===== src/rtl/i2cm_pkg.sv =====
package i2cm_pkg;

    localparam int unsigned BYTE_BITS = 8;

    typedef enum logic [3:0] {
        ST_IDLE,
        ST_START_A,
        ST_START_B,
        ST_HOLD,
        ST_BIT_LO,
        ST_BIT_HI,
        ST_STOP_A,
        ST_STOP_B,
        ST_STOP_C
    } bus_state_t;

endpackage


===== src/rtl/i2cm_phase.sv =====
module i2cm_phase #(
    parameter int unsigned HALF_CYCLES = 50
) (
    input  logic clk,
    input  logic rst_n,
    input  logic hold,
    output logic phase_end
);
    localparam int unsigned CW = (HALF_CYCLES > 1) ? $clog2(HALF_CYCLES) : 1;
    localparam logic [CW-1:0] LAST = CW'(HALF_CYCLES - 1);

    logic [CW-1:0] cnt;

    always_ff @(posedge clk or negedge rst_n) begin
        if (!rst_n) begin
            cnt <= '0;
        end else if (hold || cnt == LAST) begin
            cnt <= '0;
        end else begin
            cnt <= cnt + 1'b1;
        end
    end

    assign phase_end = !hold && (cnt == LAST);

endmodule


===== src/rtl/i2cm_rxbuf.sv =====
module i2cm_rxbuf #(
    parameter int unsigned W = 8
) (
    input  logic         clk,
    input  logic         rst_n,
    input  logic         load,
    input  logic [W-1:0] din,
    input  logic         rd,
    output logic [W-1:0] dout,
    output logic         ready,
    output logic         irq
);
    always_ff @(posedge clk or negedge rst_n) begin
        if (!rst_n) begin
            dout  <= '0;
            ready <= 1'b0;
            irq   <= 1'b0;
        end else begin
            irq <= load && !ready;
            if (load) begin
                dout  <= din;
                ready <= 1'b1;
            end else if (rd) begin
                ready <= 1'b0;
            end
        end
    end


    load_wins_chk: assert property (@(posedge clk) disable iff (!rst_n)
        load |=> ready);


    overwrite_chk: assert property (@(posedge clk) disable iff (!rst_n)
        load |=> dout == $past(din));


    read_clears_chk: assert property (@(posedge clk) disable iff (!rst_n)
        (rd && !load) |=> !ready);


    irq_on_rise_chk: assert property (@(posedge clk) disable iff (!rst_n)
        irq |-> (ready && !$past(ready)));

endmodule


===== src/rtl/i2c_byte_master.sv =====
module i2c_byte_master
    import i2cm_pkg::*;
#(
    parameter int unsigned HALF_CYCLES = 50
) (
    input  logic                 clk,
    input  logic                 rst_n,
    input  logic                 start_set,
    input  logic                 tx_set,
    input  logic                 rx_set,
    input  logic                 stop_set,
    input  logic [BYTE_BITS-1:0] tx_data,
    input  logic                 ack_level,
    input  logic                 rx_read,
    input  logic                 sda_i,
    output logic                 scl_o,
    output logic                 sda_oe,
    output logic                 start_pend,
    output logic                 tx_pend,
    output logic                 rx_pend,
    output logic                 stop_pend,
    output logic [BYTE_BITS-1:0] rx_data,
    output logic                 rx_ready,
    output logic                 rx_busy,
    output logic                 rx_irq,
    output logic                 ack_seen
);
    localparam int unsigned CNT_W = $clog2(BYTE_BITS + 1);
    localparam logic [CNT_W-1:0] ACK_SLOT  = CNT_W'(BYTE_BITS);
    localparam logic [CNT_W-1:0] LAST_DATA = CNT_W'(BYTE_BITS - 1);
    localparam logic [CNT_W-1:0] RXE_SLOT  = CNT_W'(1);

    bus_state_t           state, nxt;
    logic [CNT_W-1:0]     bitcnt;
    logic [BYTE_BITS-1:0] shreg;
    logic                 is_rx, ack_q;
    logic                 stt_q, txe_q, rxe_q, stp_q;
    logic                 phase_end, sample, bit_end, rx_load;

    i2cm_phase #(.HALF_CYCLES(HALF_CYCLES)) u_phase (
        .clk       (clk),
        .rst_n     (rst_n),
        .hold      (state == ST_IDLE || state == ST_HOLD),
        .phase_end (phase_end)
    );

    assign sample  = (state == ST_BIT_LO) && phase_end;
    assign bit_end = (state == ST_BIT_HI) && phase_end;
    assign rx_load = sample && is_rx && (bitcnt == LAST_DATA);

    i2cm_rxbuf #(.W(BYTE_BITS)) u_rxbuf (
        .clk   (clk),
        .rst_n (rst_n),
        .load  (rx_load),
        .din   ({shreg[BYTE_BITS-2:0], sda_i}),
        .rd    (rx_read),
        .dout  (rx_data),
        .ready (rx_ready),
        .irq   (rx_irq)
    );

    always_comb begin
        nxt = state;
        unique case (state)
            ST_IDLE:    if (stt_q) nxt = ST_START_A;
            ST_START_A: if (phase_end) nxt = ST_START_B;
            ST_START_B: if (phase_end) nxt = ST_HOLD;
            ST_HOLD: begin
                if (txe_q || rxe_q)     nxt = ST_BIT_LO;
                else if (stp_q && !stt_q) nxt = ST_STOP_A;
            end
            ST_BIT_LO:  if (phase_end) nxt = ST_BIT_HI;
            ST_BIT_HI:  if (phase_end) nxt = (bitcnt == ACK_SLOT) ? ST_HOLD : ST_BIT_LO;
            ST_STOP_A:  if (phase_end) nxt = ST_STOP_B;
            ST_STOP_B:  if (phase_end) nxt = ST_STOP_C;
            ST_STOP_C:  if (phase_end) nxt = ST_IDLE;
            default:    nxt = ST_IDLE;
        endcase
    end

    always_ff @(posedge clk or negedge rst_n) begin
        if (!rst_n) state <= ST_IDLE;
        else        state <= nxt;
    end

    always_ff @(posedge clk or negedge rst_n) begin
        if (!rst_n) begin
            stt_q <= 1'b0; txe_q <= 1'b0; rxe_q <= 1'b0; stp_q <= 1'b0;
            bitcnt <= '0; shreg <= '0; is_rx <= 1'b0; ack_q <= 1'b0;
            rx_busy <= 1'b0; ack_seen <= 1'b0;
        end else begin
            stt_q <= start_set || (stt_q && !(state == ST_START_B && phase_end));
            txe_q <= tx_set || (txe_q && !(bit_end && bitcnt == ACK_SLOT && !is_rx));
            rxe_q <= rx_set || (rxe_q && !(sample && is_rx && bitcnt == RXE_SLOT));
            stp_q <= stop_set || (stp_q && !(state == ST_STOP_C && phase_end));
            if (state == ST_HOLD && txe_q) begin
                is_rx  <= 1'b0;
                shreg  <= tx_data;
                bitcnt <= '0;
            end else if (state == ST_HOLD && rxe_q) begin
                is_rx   <= 1'b1;
                ack_q   <= ack_level;
                bitcnt  <= '0;
                rx_busy <= 1'b1;
            end
            if (sample) begin
                if (is_rx && bitcnt != ACK_SLOT) shreg <= {shreg[BYTE_BITS-2:0], sda_i};
                if (!is_rx && bitcnt == ACK_SLOT) ack_seen <= sda_i;
            end
            if (rx_load) rx_busy <= 1'b0;
            if (bit_end) begin
                bitcnt <= (bitcnt == ACK_SLOT) ? '0 : bitcnt + 1'b1;
                if (!is_rx) shreg <= {shreg[BYTE_BITS-2:0], 1'b0};
            end
        end
    end

    always_comb begin
        scl_o  = 1'b0;
        sda_oe = 1'b0;
        unique case (state)
            ST_IDLE:    begin scl_o = 1'b1; sda_oe = 1'b0; end
            ST_START_A: begin scl_o = 1'b1; sda_oe = 1'b1; end
            ST_START_B: begin scl_o = 1'b0; sda_oe = 1'b1; end
            ST_HOLD:    begin scl_o = 1'b0; sda_oe = 1'b1; end
            ST_BIT_LO, ST_BIT_HI: begin
                scl_o = (state == ST_BIT_HI);
                if (bitcnt == ACK_SLOT) sda_oe = is_rx && !ack_q;
                else                    sda_oe = !is_rx && !shreg[BYTE_BITS-1];
            end
            ST_STOP_A:  begin scl_o = 1'b0; sda_oe = 1'b1; end
            ST_STOP_B:  begin scl_o = 1'b1; sda_oe = 1'b1; end
            ST_STOP_C:  begin scl_o = 1'b1; sda_oe = 1'b0; end
            default:    begin scl_o = 1'b1; sda_oe = 1'b0; end
        endcase
    end

    assign start_pend = stt_q;
    assign tx_pend    = txe_q;
    assign rx_pend    = rxe_q;
    assign stop_pend  = stp_q;


    stop_blocked_chk: assert property (@(posedge clk) disable iff (!rst_n)
        (state == ST_HOLD && (stt_q || txe_q || rxe_q)) |=> (state != ST_STOP_A));


    no_restart_chk: assert property (@(posedge clk) disable iff (!rst_n)
        (state != ST_IDLE && state != ST_START_A) |=> (state != ST_START_A));


    sda_steady_high_chk: assert property (@(posedge clk) disable iff (!rst_n)
        (state == ST_BIT_HI && $past(state) == ST_BIT_HI) |-> $stable(sda_oe));


    rxe_clear_slot_chk: assert property (@(posedge clk) disable iff (!rst_n)
        $fell(rxe_q) |-> (is_rx && state == ST_BIT_HI && bitcnt == RXE_SLOT));


    busy_in_byte_chk: assert property (@(posedge clk) disable iff (!rst_n)
        rx_busy |-> (is_rx && (state == ST_BIT_LO || state == ST_BIT_HI)));

endmodule


===== config.mk =====
export PLATFORM = sky130hd
export DESIGN_NAME = i2c_byte_master
export DESIGN_NICKNAME = d
export VERILOG_FILES = /design/src/rtl/i2cm_pkg.sv /design/src/rtl/i2cm_phase.sv /design/src/rtl/i2cm_rxbuf.sv /design/src/rtl/i2c_byte_master.sv
export SDC_FILE = /design/constraint.sdc
export NUM_CORES = 1
export LEC_CHECK = 0
export BUFFER_PORTS_ARGS = -buffer_cell sky130_fd_sc_hd__buf_4
export CAP_MARGIN = 20
export CORE_MARGIN = 5
export CORE_UTILIZATION = 50
export DETAILED_ROUTE_END_ITERATION = 10
export HOLD_SLACK_MARGIN = 0.08
export PLACE_DENSITY = 0.72
export REMOVE_ABC_BUFFERS = 1
export SKIP_CTS_REPAIR_TIMING = 1
export SLEW_MARGIN = 40
export SYNTH_ARGS = -nofsm -noshare
export SYNTH_HDL_FRONTEND = slang
export SYNTH_HIERARCHICAL = 1
export SYNTH_SLANG_ARGS = --single-unit
export TNS_END_PERCENT = 5

===== constraint.sdc =====
create_clock -name clk -period 3.5 [get_ports clk]
set_input_delay 0.525 -clock clk [delete_from_list [all_inputs] [get_ports clk]]
set_output_delay 0.525 -clock clk [all_outputs]
set_load 0.05 [all_outputs]

* Word level (Yosys, flattened, before mapping)
Index checks and enable logic that the tools add are counted.
Widths: inputs -> output; s select.
** Storage, ports and cells
- Register bits :: 40
- Input bits :: 17
- Word-level logic and storage cells :: 123
** Operators by class
- Add/sub/neg operators :: 2
- Eq/ne operators :: 23
- Mux-type cells :: 31
- Bitwise gates (word level) :: 1
- Reductions and logical operators :: 51
** Operators with widths (count)
- $mux 4 :: 14
- $mux 8 :: 5
- $pmux 4 s9 :: 1
- $logic_and 1x1->1 :: 22
- $eq 4x3->1 const B :: 5
- $ne 2x2->1 const B :: 8
- $logic_not 1->1 :: 10
- $reduce_and 9->1 :: 1
- $eq 4x1->1 const B :: 2
- $eq 4x2->1 const B :: 2
- $eq 4x4->1 const B :: 2
- $logic_or 1x1->1 :: 7
- $mux 1 :: 7
- $add 6x1->6 const B :: 1
- $eq 6x6->1 const B :: 1
- $mux 6 :: 1
- $reduce_and 2->1 :: 3
- $reduce_bool 2->1 :: 3
- $reduce_or 5->1 :: 1
- $add 4x1->4 const B :: 1
- $logic_not 4->1 :: 1
- $ne 4x4->1 const B :: 1
- $pmux 1 s2 :: 2
- $mux 3 :: 1
- other kinds (6) :: 6

* Logic depth before layout (Yosys ltp)
- Word-level depth :: 10
- Mapped depth :: 11
- Gate-level depth less buffers :: 9

* Cells and area by module
The synthesis kept the hierarchy.
** By module, submodules not included
- i2c_byte_master :: instances 1, cells an instance 144, area an instance 1411.4 um^2
- i2cm_rxbuf :: instances 1, cells an instance 22, area an instance 399.1 um^2
- i2cm_phase :: instances 1, cells an instance 27, area an instance 282.8 um^2

* Worst setup path before layout
OpenSTA, ideal clock, no wires.
- Path kind :: register -> output
- From :: reg bitcnt[0]
- To :: out sda_oe
- Data arrival time :: 2.051 ns
- Data required time :: 2.975 ns
- Slack :: 0.924 ns
- Cell stages (with the launch flop) :: 9
- Path buffers :: 1
- Cell sequence :: dfrtp_1 -> inv_1 -> ha_1 -> nand3b_1 -> buf_2 -> or3b_1 -> a31oi_1 -> nor2_1 -> nor2_1
** Between the ends
- Longest elaborated chain between the ends :: 3
** RTL lines
- start: declaration :: RTL line i2c_byte_master.sv:34 : logic [CNT_W-1:0] bitcnt;
- start signal: assignment :: RTL line i2c_byte_master.sv:112 : bitcnt <= (bitcnt == ACK_SLOT) ? '0 : bitcnt + 1'b1;
- $eq 4x4->1 :: RTL line i2c_byte_master.sv:128 : if (bitcnt == ACK_SLOT) sda_oe = is_rx && !ack_q;
- $mux 1 :: RTL line i2c_byte_master.sv:128
- $pmux 1 s2 :: RTL line i2c_byte_master.sv:121 : unique case (state)
- end: declaration :: RTL line i2c_byte_master.sv:17 : output logic sda_oe,
Every way passes these cells.

* Final worst setup path
- From :: reg state[1]
- To :: reg u_rxbuf.dout[1]
** Between the ends
- Longest elaborated chain between the ends :: 7
- Elaborated cells on any way between the ends :: 9
- Classes of those cells :: eq/ne (2); reduce/logical (7)
** RTL lines
- start: declaration :: RTL line i2c_byte_master.sv:33 : bus_state_t state, nxt;
- start signal: assignment :: RTL line i2c_byte_master.sv:83 : else state <= nxt;
- $eq 4x2->1 / $logic_not 4->1 (equally long branches) :: RTL line i2c_byte_master.sv:43 : .hold (state == ST_IDLE || state == ST_HOLD),
- $logic_or 1x1->1 (*) :: RTL line i2c_byte_master.sv:43
- $logic_not 1->1 (*) :: RTL line i2cm_phase.sv:24 : assign phase_end = !hold && (cnt == LAST);
- $logic_and 1x1->1 (*) :: RTL line i2cm_phase.sv:24
- via phase_end :: RTL line i2c_byte_master.sv:38 : logic phase_end, sample, bit_end, rx_load;
- $logic_and 1x1->1 (*) :: RTL line i2c_byte_master.sv:47 : assign sample = (state == ST_BIT_LO) && phase_end;
- $logic_and 1x1->1 (*) (2 in series) :: RTL line i2c_byte_master.sv:49 : assign rx_load = sample && is_rx && (bitcnt == LAST_DATA);
- via rx_load :: RTL line i2c_byte_master.sv:38
- end signal: assignment :: RTL line i2cm_rxbuf.sv:21 : dout <= din;
- end: declaration :: RTL line i2cm_rxbuf.sv:9 : output logic [W-1:0] dout,
Mark *: on every way through the listed nets, which the timed path passes. The rest lies on a longest branch.
A chain may end at the register's enable or synchronous reset.

==> metrics.cfg <==
[yosys]
synth_area_leaders=dfrtp_1, mux2_4, a21oi_1
ys_seq_area_frac=0.4782
avgSynthCellArea_sq_um=10.85
syn_area_sq_um=2093
yosysWarnings=6
synth_top_area_share=0.4782
synth_top_family_by_area=simple AND/OR/NAND/NOR gates
synth-xor-area-share=0.01674
synth_compound_area_frac=0.1291
synth-simple-area-share=0.1704
synthArstFlopShare=1.000
synthCells=193
synthAdderAreaFrac=0.02989
synth_ff_type=dfrtp_1
post-synth-top-count-cell=dfrtp_1
synth_edf_count=0
ys_types=45
ys_top_cells_by_count=dfrtp_1, nor2_1, a21oi_1
yosysTopAreaCell=dfrtp_1
synth.area.mux_share=0.1279
synth_seq_cells=40

[power]
clkPwrFrac=0.187
p_seq_frac=0.429
switchingPower_uw=626.7
powerDensity_nw_per_um2=662.9
cell_internal_pwr_uw=993.1
pwr-share-comb=0.384
switching_share=0.3869
p_leak_nw=1.172
fin_total_pwr_mw=1.620
ir_drop_uv=320.7

[sta]
hold_slack_ns=0.1850
fin_crit_sh=0.8402
worstMarginPinSlew_ns=0.6071
drv_slew=0
clock_skew_ns=0.007727
setup_viol=0
finalHoldViolCount=0
grt_setup_unrepaired=no
period_minus_slack_ns=2.941
slew_headroom=0.5953
fmax_mhz=340.0
setup-tns-final_ns=0

[grt]
gr-usage-all-layers=0.1593
grt_pass1_vias=1478
antenna_found_initial=0
grt.overflow.total=0
grt_pass1_wl_um=6748
grt_start_max_net_pins=41

[critical_path]
critPathMaxStageDelay_ns=0.59
rr_startpoint=state[1]
crit_fanout=13
path_cells=xor2_1, nor3_1, nor2_1, and4bb_2, nand2b_1, nor3b_1, and3_1, mux2_4
crit_family=simple AND/OR/NAND/NOR gates
ff2ff_setup_slack_ns=0.56
r2r-end=u_rxbuf/dout[1]
crit_arrival_ns=3.12
crit_path_top_delay_cell=and3_1
crit_start=state[1]
worstPathRequired_ns=3.68
startpoint_type=flop
critPathKind=reg2reg
crit_path_end_kind=flop
cp_num_cells=8
worstRegToRegCells=8
crit_end=u_rxbuf/dout[1]
crit_buf_inv=0

[layout]
ff_latch_area_sq_um=1001
areaGrowthSynthToFinish_pct=16.74
diodes=0
num-fill-cells=369
layout-drive-gt1-share=0.2775
multiInputGateArea_sq_um=992.2
final_nets=248
post-route-util=0.6065
fin_cells=277

[floorplan]
start_util=0.5196
die_h_um=74.71
fp.dieW_um=74.71
rows=23
die-area_sq_um=5581
core_region_area_sq_um=4029
io_pins=35

[clock_tree]
cts_buffer_depth=2
path_clk_slew_ns=0.08
cts_root_buf=clkbuf_8
htreeDepth=2
numClockSinks=40
numCtsBuffers=5
cts_tree=built
clock_latency_ns=0.29

[route]
drt_iter0_drc=72
wl_per_cell_um=14.10
drcViolationCount=0
firstDrtPassIters=4
via_count=1500
finalWirelength_um=3905
drtAntennaViolNets=0
post_drt_via_cell_ratio=5.415

[place]
port-buffer-count=34
dp_hpwl_um=2788
gp_congestion=0.7590
place_inst=269

[run]
maxCapViolations=0

[worst_hold_path]
hold_path_class=in2async

[outcome]
status=completed

layout by cell type, fill, tap and decap left out, types with 5 or more instances in the layout:
cell,n
dfrtp_1,40
buf_4,36
nor2_1,22
a21oi_1,18
mux2_4,11
inv_1,8
nand2_1,8
mux2i_1,8
o21ai_0,6
a21o_1,5
ha_1,5
clkbuf_8,5
kinds of logic (layout without fill, tap and decap cells):
family,Yosys count,in the layout
AO/OA/AOI/OAI,41,41
XOR/XNOR,4,4
adder cells (fa/ha/maj),5,5
buffers and inverters,18,52
flip-flops,40,40
multiplexers,21,21
AND/OR/NAND/NOR,64,64
stage by stage:
step / cell area (sq um) / setup slack (ns)
floorplan: 2023 / 0.8876
global placement: 2356 / 0.6980
detailed placement: 2356 / 0.5968
CTS: 2444 / 0.5899
global route: 2444 / 0.3674
finish: 2444 / 0.5591
final cells by class:
| class | instances | area share |
|---|---|---|
| Multi-Input combinational cell | 135 | 0.4060 |
| Tap cell | 50 | 0.02560 |
| Sequential cell | 40 | 0.4096 |
| Clock buffer | 5 | 0.02816 |
| Timing Repair Buffer | 36 | 0.1106 |
| Inverter | 8 | 0.01229 |
| Clock inverter | 3 | 0.007681 |
power groups by stage:
stage | Combinational (mW) | Clock (mW) | Sequential (mW)
2_1_floorplan | 0.479 | 0 | 0.687
3_3_place_gp | 0.618 | 0 | 0.700
3_5_place_dp | 0.626 | 0 | 0.703
4_1_cts | 0.630 | 0.312 | 0.694
5_1_grt | 0.688 | 0.332 | 0.718
6_report | 0.622 | 0.303 | 0.695
registers in the layout, summed over array words and instances, names as in the netlist, 4 cells and up:
name          flops
state             4
bitcnt            4
shreg             8
u_phase/cnt       6
u_rxbuf/dout      8
worst min path at each step:
stage / from / endpoint / slack, ns
2_1_floorplan: rst_n / ack_q / 0.23
6_report: rst_n / stop_pend / 0.18
3_5_place_dp: u_rxbuf/ready / u_rxbuf/irq / 0.44
4_1_cts: rst_n / start_pend / 0.21
5_1_grt: rst_n / stop_pend / 0.23
3_3_place_gp: u_rxbuf/ready / u_rxbuf/irq / 0.44
per-layer routing:
metal | share of wire | GRT usage | up-vias | routed length, um
met2 | 0.46 | 0.2439 | 34 | 1787
li1 | - | - | 742 | -
met4 | 0.017 | 0.06324 | 0 | 68
met5 | 0 | 0 | - | 0
met1 | 0.46 | 0.2075 | 717 | 1780
met3 | 0.069 | 0.05607 | 7 | 269
Power figures use the tool's default switching activity.
